[src/rtl/sdtx_pkg.sv]
package sdtx_pkg;

  localparam int unsigned ADDR_W   = 4;
  localparam int unsigned DATA_W   = 8;
  localparam int unsigned ARG_W    = 32;
  localparam int unsigned IDX_W    = 6;
  localparam int unsigned CRC_W    = 7;
  localparam int unsigned HDR_W    = 2 + IDX_W + ARG_W;
  localparam int unsigned FRAME_W  = HDR_W + CRC_W + 1;
  localparam int unsigned IDX_ADDR = ARG_W / DATA_W;
  localparam logic [CRC_W-1:0] CRC_TAPS = 7'h09;

  typedef enum logic [1:0] {
    PH_IDLE = 2'd0,
    PH_HDR  = 2'd1,
    PH_CRC  = 2'd2,
    PH_STOP = 2'd3
  } phase_e;

  // One serial step of the CRC7 accumulator (Galois form).
  function automatic logic [CRC_W-1:0] crc7_step(input logic [CRC_W-1:0] crc,
                                                 input logic din);
    logic fb;
    fb = din ^ crc[CRC_W-1];
    return {crc[CRC_W-2:0], 1'b0} ^ (fb ? CRC_TAPS : '0);
  endfunction

  // Header: start bit, direction bit, index, argument.
  function automatic logic [HDR_W-1:0] make_header(input logic [IDX_W-1:0] idx,
                                                   input logic [ARG_W-1:0] arg);
    return {1'b0, 1'b1, idx, arg};
  endfunction

endpackage

[src/rtl/sdtx_regs.sv]
module sdtx_regs #(
  parameter int unsigned ADDR_W   = sdtx_pkg::ADDR_W,
  parameter int unsigned DATA_W   = sdtx_pkg::DATA_W,
  parameter int unsigned ARG_W    = sdtx_pkg::ARG_W,
  parameter int unsigned IDX_W    = sdtx_pkg::IDX_W,
  parameter int unsigned IDX_ADDR = sdtx_pkg::IDX_ADDR
) (
  input  logic              clk,
  input  logic              rst,
  input  logic              sel,
  input  logic [ADDR_W-1:0] addr,
  input  logic [DATA_W-1:0] wdata,
  input  logic              busy,
  output logic [ARG_W-1:0]  arg_q,
  output logic              launch,
  output logic [IDX_W-1:0]  launch_idx
);

  localparam int unsigned LANES = ARG_W / DATA_W;

  for (genvar b = 0; b < LANES; b++) begin : g_lane
    logic hit;
    assign hit = sel && (addr == ADDR_W'(b));
    always_ff @(posedge clk) begin
      if (rst)      arg_q[b*DATA_W +: DATA_W] <= '0;
      else if (hit) arg_q[b*DATA_W +: DATA_W] <= wdata;
    end
  end

  assign launch     = sel && (addr == ADDR_W'(IDX_ADDR)) && !busy;
  assign launch_idx = wdata[IDX_W-1:0];

endmodule

[src/rtl/sdtx_crc7.sv]
module sdtx_crc7 #(
  parameter int unsigned CRC_W = sdtx_pkg::CRC_W
) (
  input  logic             clk,
  input  logic             rst,
  input  logic             clear,
  input  logic             absorb,
  input  logic             drain,
  input  logic             din,
  output logic             crc_msb,
  output logic [CRC_W-1:0] crc_q
);

  always_ff @(posedge clk) begin
    if (rst || clear) crc_q <= '0;
    else if (absorb)  crc_q <= sdtx_pkg::crc7_step(crc_q, din);
    else if (drain)   crc_q <= {crc_q[CRC_W-2:0], 1'b0};
  end

  assign crc_msb = crc_q[CRC_W-1];

endmodule

[src/rtl/sdtx_shifter.sv]
module sdtx_shifter #(
  parameter int unsigned HDR_W = sdtx_pkg::HDR_W,
  parameter int unsigned CRC_W = sdtx_pkg::CRC_W
) (
  input  logic                clk,
  input  logic                rst,
  input  logic                launch,
  input  logic [HDR_W-1:0]    launch_hdr,
  output sdtx_pkg::phase_e    phase,
  output logic                hdr_msb,
  output logic                busy
);
  import sdtx_pkg::*;

  localparam int unsigned CNT_W = $clog2(HDR_W);

  logic [HDR_W-1:0] hdr_q;
  logic [CNT_W-1:0] cnt_q;

  always_ff @(posedge clk) begin
    if (rst) begin
      phase <= PH_IDLE;
      cnt_q <= '0;
      hdr_q <= '0;
    end else begin
      unique case (phase)
        PH_IDLE: if (launch) begin
          phase <= PH_HDR;
          cnt_q <= '0;
          hdr_q <= launch_hdr;
        end
        PH_HDR: begin
          hdr_q <= {hdr_q[HDR_W-2:0], 1'b0};
          if (cnt_q == CNT_W'(HDR_W - 1)) begin
            phase <= PH_CRC;
            cnt_q <= '0;
          end else begin
            cnt_q <= cnt_q + 1'b1;
          end
        end
        PH_CRC: begin
          if (cnt_q == CNT_W'(CRC_W - 1)) begin
            phase <= PH_STOP;
            cnt_q <= '0;
          end else begin
            cnt_q <= cnt_q + 1'b1;
          end
        end
        PH_STOP: phase <= PH_IDLE;
        default: phase <= PH_IDLE;
      endcase
    end
  end

  assign hdr_msb = hdr_q[HDR_W-1];
  assign busy    = (phase != PH_IDLE);

endmodule

[src/rtl/sd_cmd_tx.sv]
module sd_cmd_tx #(
  parameter int unsigned ADDR_W = sdtx_pkg::ADDR_W,
  parameter int unsigned DATA_W = sdtx_pkg::DATA_W,
  parameter int unsigned ARG_W  = sdtx_pkg::ARG_W,
  parameter int unsigned IDX_W  = sdtx_pkg::IDX_W,
  parameter int unsigned CRC_W  = sdtx_pkg::CRC_W
) (
  input  logic              clk,
  input  logic              rst,
  input  logic              bus_sel,
  input  logic [ADDR_W-1:0] bus_addr,
  input  logic [DATA_W-1:0] bus_wdata,
  output logic              cmd_out,
  output logic              busy
);
  import sdtx_pkg::*;

  localparam int unsigned HDR_W    = 2 + IDX_W + ARG_W;
  localparam int unsigned IDX_ADDR = ARG_W / DATA_W;

  // Named internal events, visible to the bound checker.
  logic             launch_w;
  logic [IDX_W-1:0] launch_idx_w;
  logic [ARG_W-1:0] arg_w;
  phase_e           phase_w;
  logic             hdr_bit_w;
  logic             crc_bit_w;
  logic [CRC_W-1:0] crc_w;
  logic             crc_absorb_w;
  logic             crc_drain_w;

  sdtx_regs #(
    .ADDR_W(ADDR_W), .DATA_W(DATA_W), .ARG_W(ARG_W),
    .IDX_W(IDX_W), .IDX_ADDR(IDX_ADDR)
  ) u_regs (
    .clk(clk), .rst(rst), .sel(bus_sel), .addr(bus_addr), .wdata(bus_wdata),
    .busy(busy), .arg_q(arg_w), .launch(launch_w), .launch_idx(launch_idx_w)
  );

  sdtx_shifter #(.HDR_W(HDR_W), .CRC_W(CRC_W)) u_shift (
    .clk(clk), .rst(rst), .launch(launch_w),
    .launch_hdr({1'b0, 1'b1, launch_idx_w, arg_w}),
    .phase(phase_w), .hdr_msb(hdr_bit_w), .busy(busy)
  );

  assign crc_absorb_w = (phase_w == PH_HDR);
  assign crc_drain_w  = (phase_w == PH_CRC);

  sdtx_crc7 #(.CRC_W(CRC_W)) u_crc (
    .clk(clk), .rst(rst), .clear(launch_w), .absorb(crc_absorb_w),
    .drain(crc_drain_w), .din(hdr_bit_w), .crc_msb(crc_bit_w), .crc_q(crc_w)
  );

  always_comb begin
    unique case (phase_w)
      PH_HDR:  cmd_out = hdr_bit_w;
      PH_CRC:  cmd_out = crc_bit_w;
      default: cmd_out = 1'b1;
    endcase
  end

endmodule

[config.mk]
export PLATFORM = sky130hd
export DESIGN_NAME = sd_cmd_tx
export DESIGN_NICKNAME = d
export VERILOG_FILES = /design/src/rtl/sdtx_pkg.sv /design/src/rtl/sdtx_regs.sv /design/src/rtl/sdtx_crc7.sv /design/src/rtl/sdtx_shifter.sv /design/src/rtl/sd_cmd_tx.sv
export SDC_FILE = /design/constraint.sdc
export NUM_CORES = 1
export LEC_CHECK = 0
export ABC_AREA = 1
export CAP_MARGIN = 25
export CORE_ASPECT_RATIO = 1.25
export CORE_MARGIN = 2
export CORE_UTILIZATION = 67
export DETAILED_ROUTE_END_ITERATION = 12
export DONT_BUFFER_PORTS = 1
export GPL_ROUTABILITY_DRIVEN = 1
export PLACE_DENSITY = 0.86
export SLEW_MARGIN = 40
export SYNTH_ARGS = -nofsm -noshare
export SYNTH_HDL_FRONTEND = slang
export SYNTH_SLANG_ARGS = --single-unit
[constraint.sdc]
create_clock -name clk -period 3.86 [get_ports clk]
set_clock_uncertainty 0.1 [all_clocks]
set_input_delay 0.772 -clock clk [delete_from_list [all_inputs] [get_ports clk]]
set_output_delay 0.772 -clock clk [all_outputs]
set_load 0.05 [all_outputs]
Word level (Yosys, flattened, before mapping)
Cells that the tools add are included.

Reductions and logical operators: 17. Add/subtract/negate cells: 1. Divide/modulo/power cells: 0. Eq/ne operators: 12. Shifts and indexed selects: 0. Order comparisons: 0. Bitwise operators: 2. Mux-type cells: 14. Multipliers: 0.

Operators by type and width (count): one-hot mux 40 bit (2 select lines) (1); two-way mux 40 bit (1); two-way mux 6 bit (3); one-hot mux 6 bit (3 select lines) (1); two-way mux 7 bit (2); equality test 4 x 2 -> 1 bit (second input constant) (2); one-hot mux 2 bit (4 select lines) (1); bitwise XOR 7 bit (1); adder 6 x 1 -> 6 bit (second input constant) (1); equality test 6 x 3 -> 1 bit (second input constant) (1); equality test 6 bit (second input constant) (1); logical AND 1 bit (6); two-way mux 2 bit (3); != test 2 x 1 -> 1 bit (second input constant) (3); nonzero test 2 bit (3); equality test 2 bit (second input constant) (2); equality test 4 x 1 -> 1 bit (second input constant) (1); equality test 4 x 3 -> 1 bit (second input constant) (1); logical NOT 4 bit (1); two-way mux 4 bit (1); AND reduction 2 bit (2); AND reduction 3 bit (1); nonzero test 3 bit (1); equality test 2 x 1 -> 1 bit (second input constant) (1); 5 further kinds (5).

Output and inout port bits: 2. Input bits: 15. Bits in writable memories: 0. Bits in read-only memories: 0. Bits in latches: 0. Memories: 0. Logic and storage cells: 54. Bits in registers: 87.

Logic depth before layout (Yosys ltp)
Depth in word-level cells: 5. Mapped depth: 10. Gate-level depth less buffers: 10.

Cells and area by module
From an unflattened synthesis, not the netlist that was laid out.

Cells, all modules: 623. Area total of the unflattened synthesis: 4237.8 µm².

Modules (own cells, without submodules): sdtx_shifter (cells an instance 301, area an instance 2157.1 µm², sequential area each 960.9 µm², instances 1); sdtx_regs (cells an instance 266, area an instance 1705.4 µm², sequential area each 640.6 µm², instances 1); sdtx_crc7 (cells an instance 46, area an instance 314.1 µm², sequential area each 140.1 µm², instances 1); sd_cmd_tx (cells an instance 10, area an instance 61.3 µm², sequential area each 0.0 µm², instances 1).

Worst setup path after synthesis
Ideal clock, no wire load.

Path kind: reg-to-output. From: register u_shift.phase[0]. To: output port cmd_out. Path buffers: 0. Data arrival time: 1.742 ns. Data required time: 2.988 ns. Path slack: 1.246 ns. Stages on the path, launching flop included: 5. Path through: dfxtp_1 -> inv_1 -> ha_1 -> inv_1 -> o21ai_0.

Longest elaborated chain between the ends: 2. Elaborated cells on any way between the ends: 3. Classes of those cells: eq/ne (2); mux (1).

RTL lines: start: declaration (line sdtx_shifter.sv:9) `output sdtx_pkg::phase_e phase,`; start signal: assignment (line sdtx_shifter.sv:22) `phase <= PH_IDLE;`; start signal: assignment (line sdtx_shifter.sv:28) `phase <= PH_HDR;`; start signal: assignment (line sdtx_shifter.sv:35) `phase <= PH_CRC;`; equality test 2 bit / equality test 2 x 1 -> 1 bit (equally long branches) (line sd_cmd_tx.sv:55) `unique case (phase_w)`; one-hot mux 1 bit (2 select lines) * (line sd_cmd_tx.sv:55); end: declaration (line sd_cmd_tx.sv:13) `output logic cmd_out,`.

Every way passes the cells marked *; elsewhere a longest branch is shown, timed or not.

Final worst setup path
Ends and elaborated chain as after synthesis.

==> summary.txt <==
Routed len/inst: 13.3 um
Most common library cells after synthesis: nand2_1, nor2_1, o21ai_0
Synth area leaders: dfxtp_1, o21ai_0, nand2_1, nor2_1, a21oi_1
Sequential area share after synthesis: 0.454
Fraction of registers with async set/reset: 0
Die height: 88.6 um
Nets: 548
Final min period: 2.83 ns
TritonCTS clock tree: done
Chip Width: 71.7 um
Worst relative slew slack: 0.518
I/O pin cnt: 17
Crit-path leading delay family: adder cells
Slowest-stage cell, CP: ha_1
Core Rows: 30
Lkg Pwr: 1.69 nW
CTS Hold Bufs: 0
Initial antenna violation count: 0
Post-synth top area share: 0.454
# clock sinks: 87
Area leader, netlist: dfxtp_1
H-tree depth: 3
Setup Viol. Count Final: 0
Hpwl dp: 5.06 mm
Pre-Repair DR Iteration Count: 4
EDFF count, synth: 0
Starting Density: 0.700
Grt ovf: 0
Critical Path Sink Type: output pin
Most frequent cell after synthesis: nand2_1
Setup bufs post-CTS: 0
TritonCTS buffer count: 9
Clock Tree Root: clkbuf_8
Post-route ant nets: 0
Max Cap Viol: 0
Flops & latches, synth: 87
Worst-path fanout max: 13
Synth cell types: 24
Setup crit start kind: flop
PostCTS Resize Cnt: 0
Syn. warnings: 0
Initial DRC Count: 237
Crit path arrival time: 1.95 ns
Largest net degree at the start of global routing: 72
Layout cells sized above 1: 0.0583
Syn Nets: 565
P&R area growth vs syn: 4.69%
Fin. max-slew vios: 0
Clock tree buffer depth: 2
Die area: 0.00635 sq mm
RSZ-0062 raised after global routing: false
Critical path data required time: 2.99 ns
Tot Pwr: 2.45 mW
First-pass GRT wire length: 13.7 mm
Routed vias/inst: 5.61
Synth Instances: 544
Fmax achieved: 354 MHz
Synth Cell Area: 0.00384 sq mm
PortBufs: 0
Status: finished clean
Kind of critical path: reg -> out
Core area: 0.00548 sq mm
TNS Setup: 0 ns
Maximum vdd drop: 0.758 mV
Critical path, cell by cell: inv_1, ha_1, inv_1, a21oi_1, o21ai_2
Fin worst setup slack: 1.03 ns
Worst-Margin Slew: 0.715 ns
GRT Total Usage: 0.274
WL final: 7.93 mm
GP Congestion: 0.816
Most frequent CP cell: inv_1
Number of buffer and inverter stages on the critical path: 2
Pwr dens: 610 mW/mm^2
Worst-Skew Late Latency: 0.34 ns
Tcrit/Tclk final: 0.732
Crit-path max cell delay: 0.52 ns
Via Count: 3344
Worst Hold Class: reg -> reg
Top_reg_cell synth: dfxtp_1
# DRC: 0
Clock slew at reported path FFs: 0.08 ns
Mean post-synth cell area: 7.06 sq um
Pre-CTS setup slack: 1.40 ns
Diode count: 0
Hold Vio Cnt, Final: 0
Number of global-route vias before repair: 3122
-- placed cells by master, fill, tap and decap left out, types with 2 or more instances in the layout --
cell type	instances
nand2_1	100
nor2_1	93
o21ai_0	92
dfxtp_1	87
inv_1	46
a21oi_1	46
nand3_1	17
clkbuf_8	12
o21ai_1	10
ha_1	5
inv_2	3
buf_4	3
nand3_2	2
clkinv_2	2
-- through the flow --
step,utilization,hold slack [ns],std cells,cell area [sq um]
after floorplan,-,0.324,544,3840
after global placement,0.689,0.332,579,3780
after detailed placement,0.695,0.341,580,3810
after CTS,0.733,0.353,596,4020
after global routing,0.733,0.366,596,4020
final,0.733,0.350,596,4020
-- sequential cells by signal, indices dropped and copies added, names as in the netlist --
| signal | flops |
|---|---|
| u_crc.crc_q | 7 |
| u_regs.arg_q | 32 |
| u_shift.cnt_q | 6 |
| u_shift.hdr_q | 40 |
| u_shift.phase | 2 |
-- layout make-up --
class,instances,area [sq um]
clock buffers,13,169
clock inverters,3,40.0
fillers,441,1460
inverters,49,184
multi-input cells,376,1750
flip-flops and latches,87,1740
well taps,64,80.1
repair buffers,4,50.0
-- path summary, 6_finish.rpt --
path                            slack (ns)                          start                            end  depth (start not counted)
worst max-delay path                  1.03  u_shift.phase[0]$_SDFFE_PP0P_                        cmd_out                          5
worst min-delay path                  0.35   u_regs.arg_q[2]$_SDFFE_PP0P_   u_regs.arg_q[2]$_SDFFE_PP0P_                          2
worst max register to register        1.54  u_shift.phase[0]$_SDFFE_PP0P_  u_shift.cnt_q[3]$_SDFFE_PP0P_                          7
worst min register to register        0.35   u_regs.arg_q[2]$_SDFFE_PP0P_   u_regs.arg_q[2]$_SDFFE_PP0P_                          2
-- where the power goes --
| part | internal, mW | switching (mW) | total [mW] |
|---|---|---|---|
| clock network | 0.351 | 0.305 | 0.656 |
| logic | 0.181 | 0.562 | 0.743 |
| registers | 1.00 | 0.0499 | 1.05 |
| total | 1.53 | 0.917 | 2.45 |
-- worst reg2reg max path: stages, from the launching register on --
cell     delay, ns
dfxtp_1       0.34
inv_1         0.09
ha_1          0.52
inv_1         0.25
o21ai_0       0.64
nand2_1       0.16
nand2_1       0.10
nor2_1        0.04
-- per-layer routing --
layer  track usage  routed length (um)  up-vias
met4         0.110                 129        0
met3        0.0683                 479       13
met2         0.470                3930       78
li1              -                   -     1717
met5             0                   0        -
met1         0.330                3390     1536
-- logic make-up (layout without fill, tap and decap cells) --
kind of cell / after synthesis / in the layout / share of synthesized area
flip-flops: 87 / 87 / 0.454
adder cells (fa/ha/maj): 6 / 6 / 0.0196
buffers and inverters: 81 / 69 / 0.0909
AND/OR/NAND/NOR: 218 / 218 / 0.233
AO/OA/AOI/OAI: 152 / 152 / 0.202
Note: power is estimated with default switching activity, not from simulation.
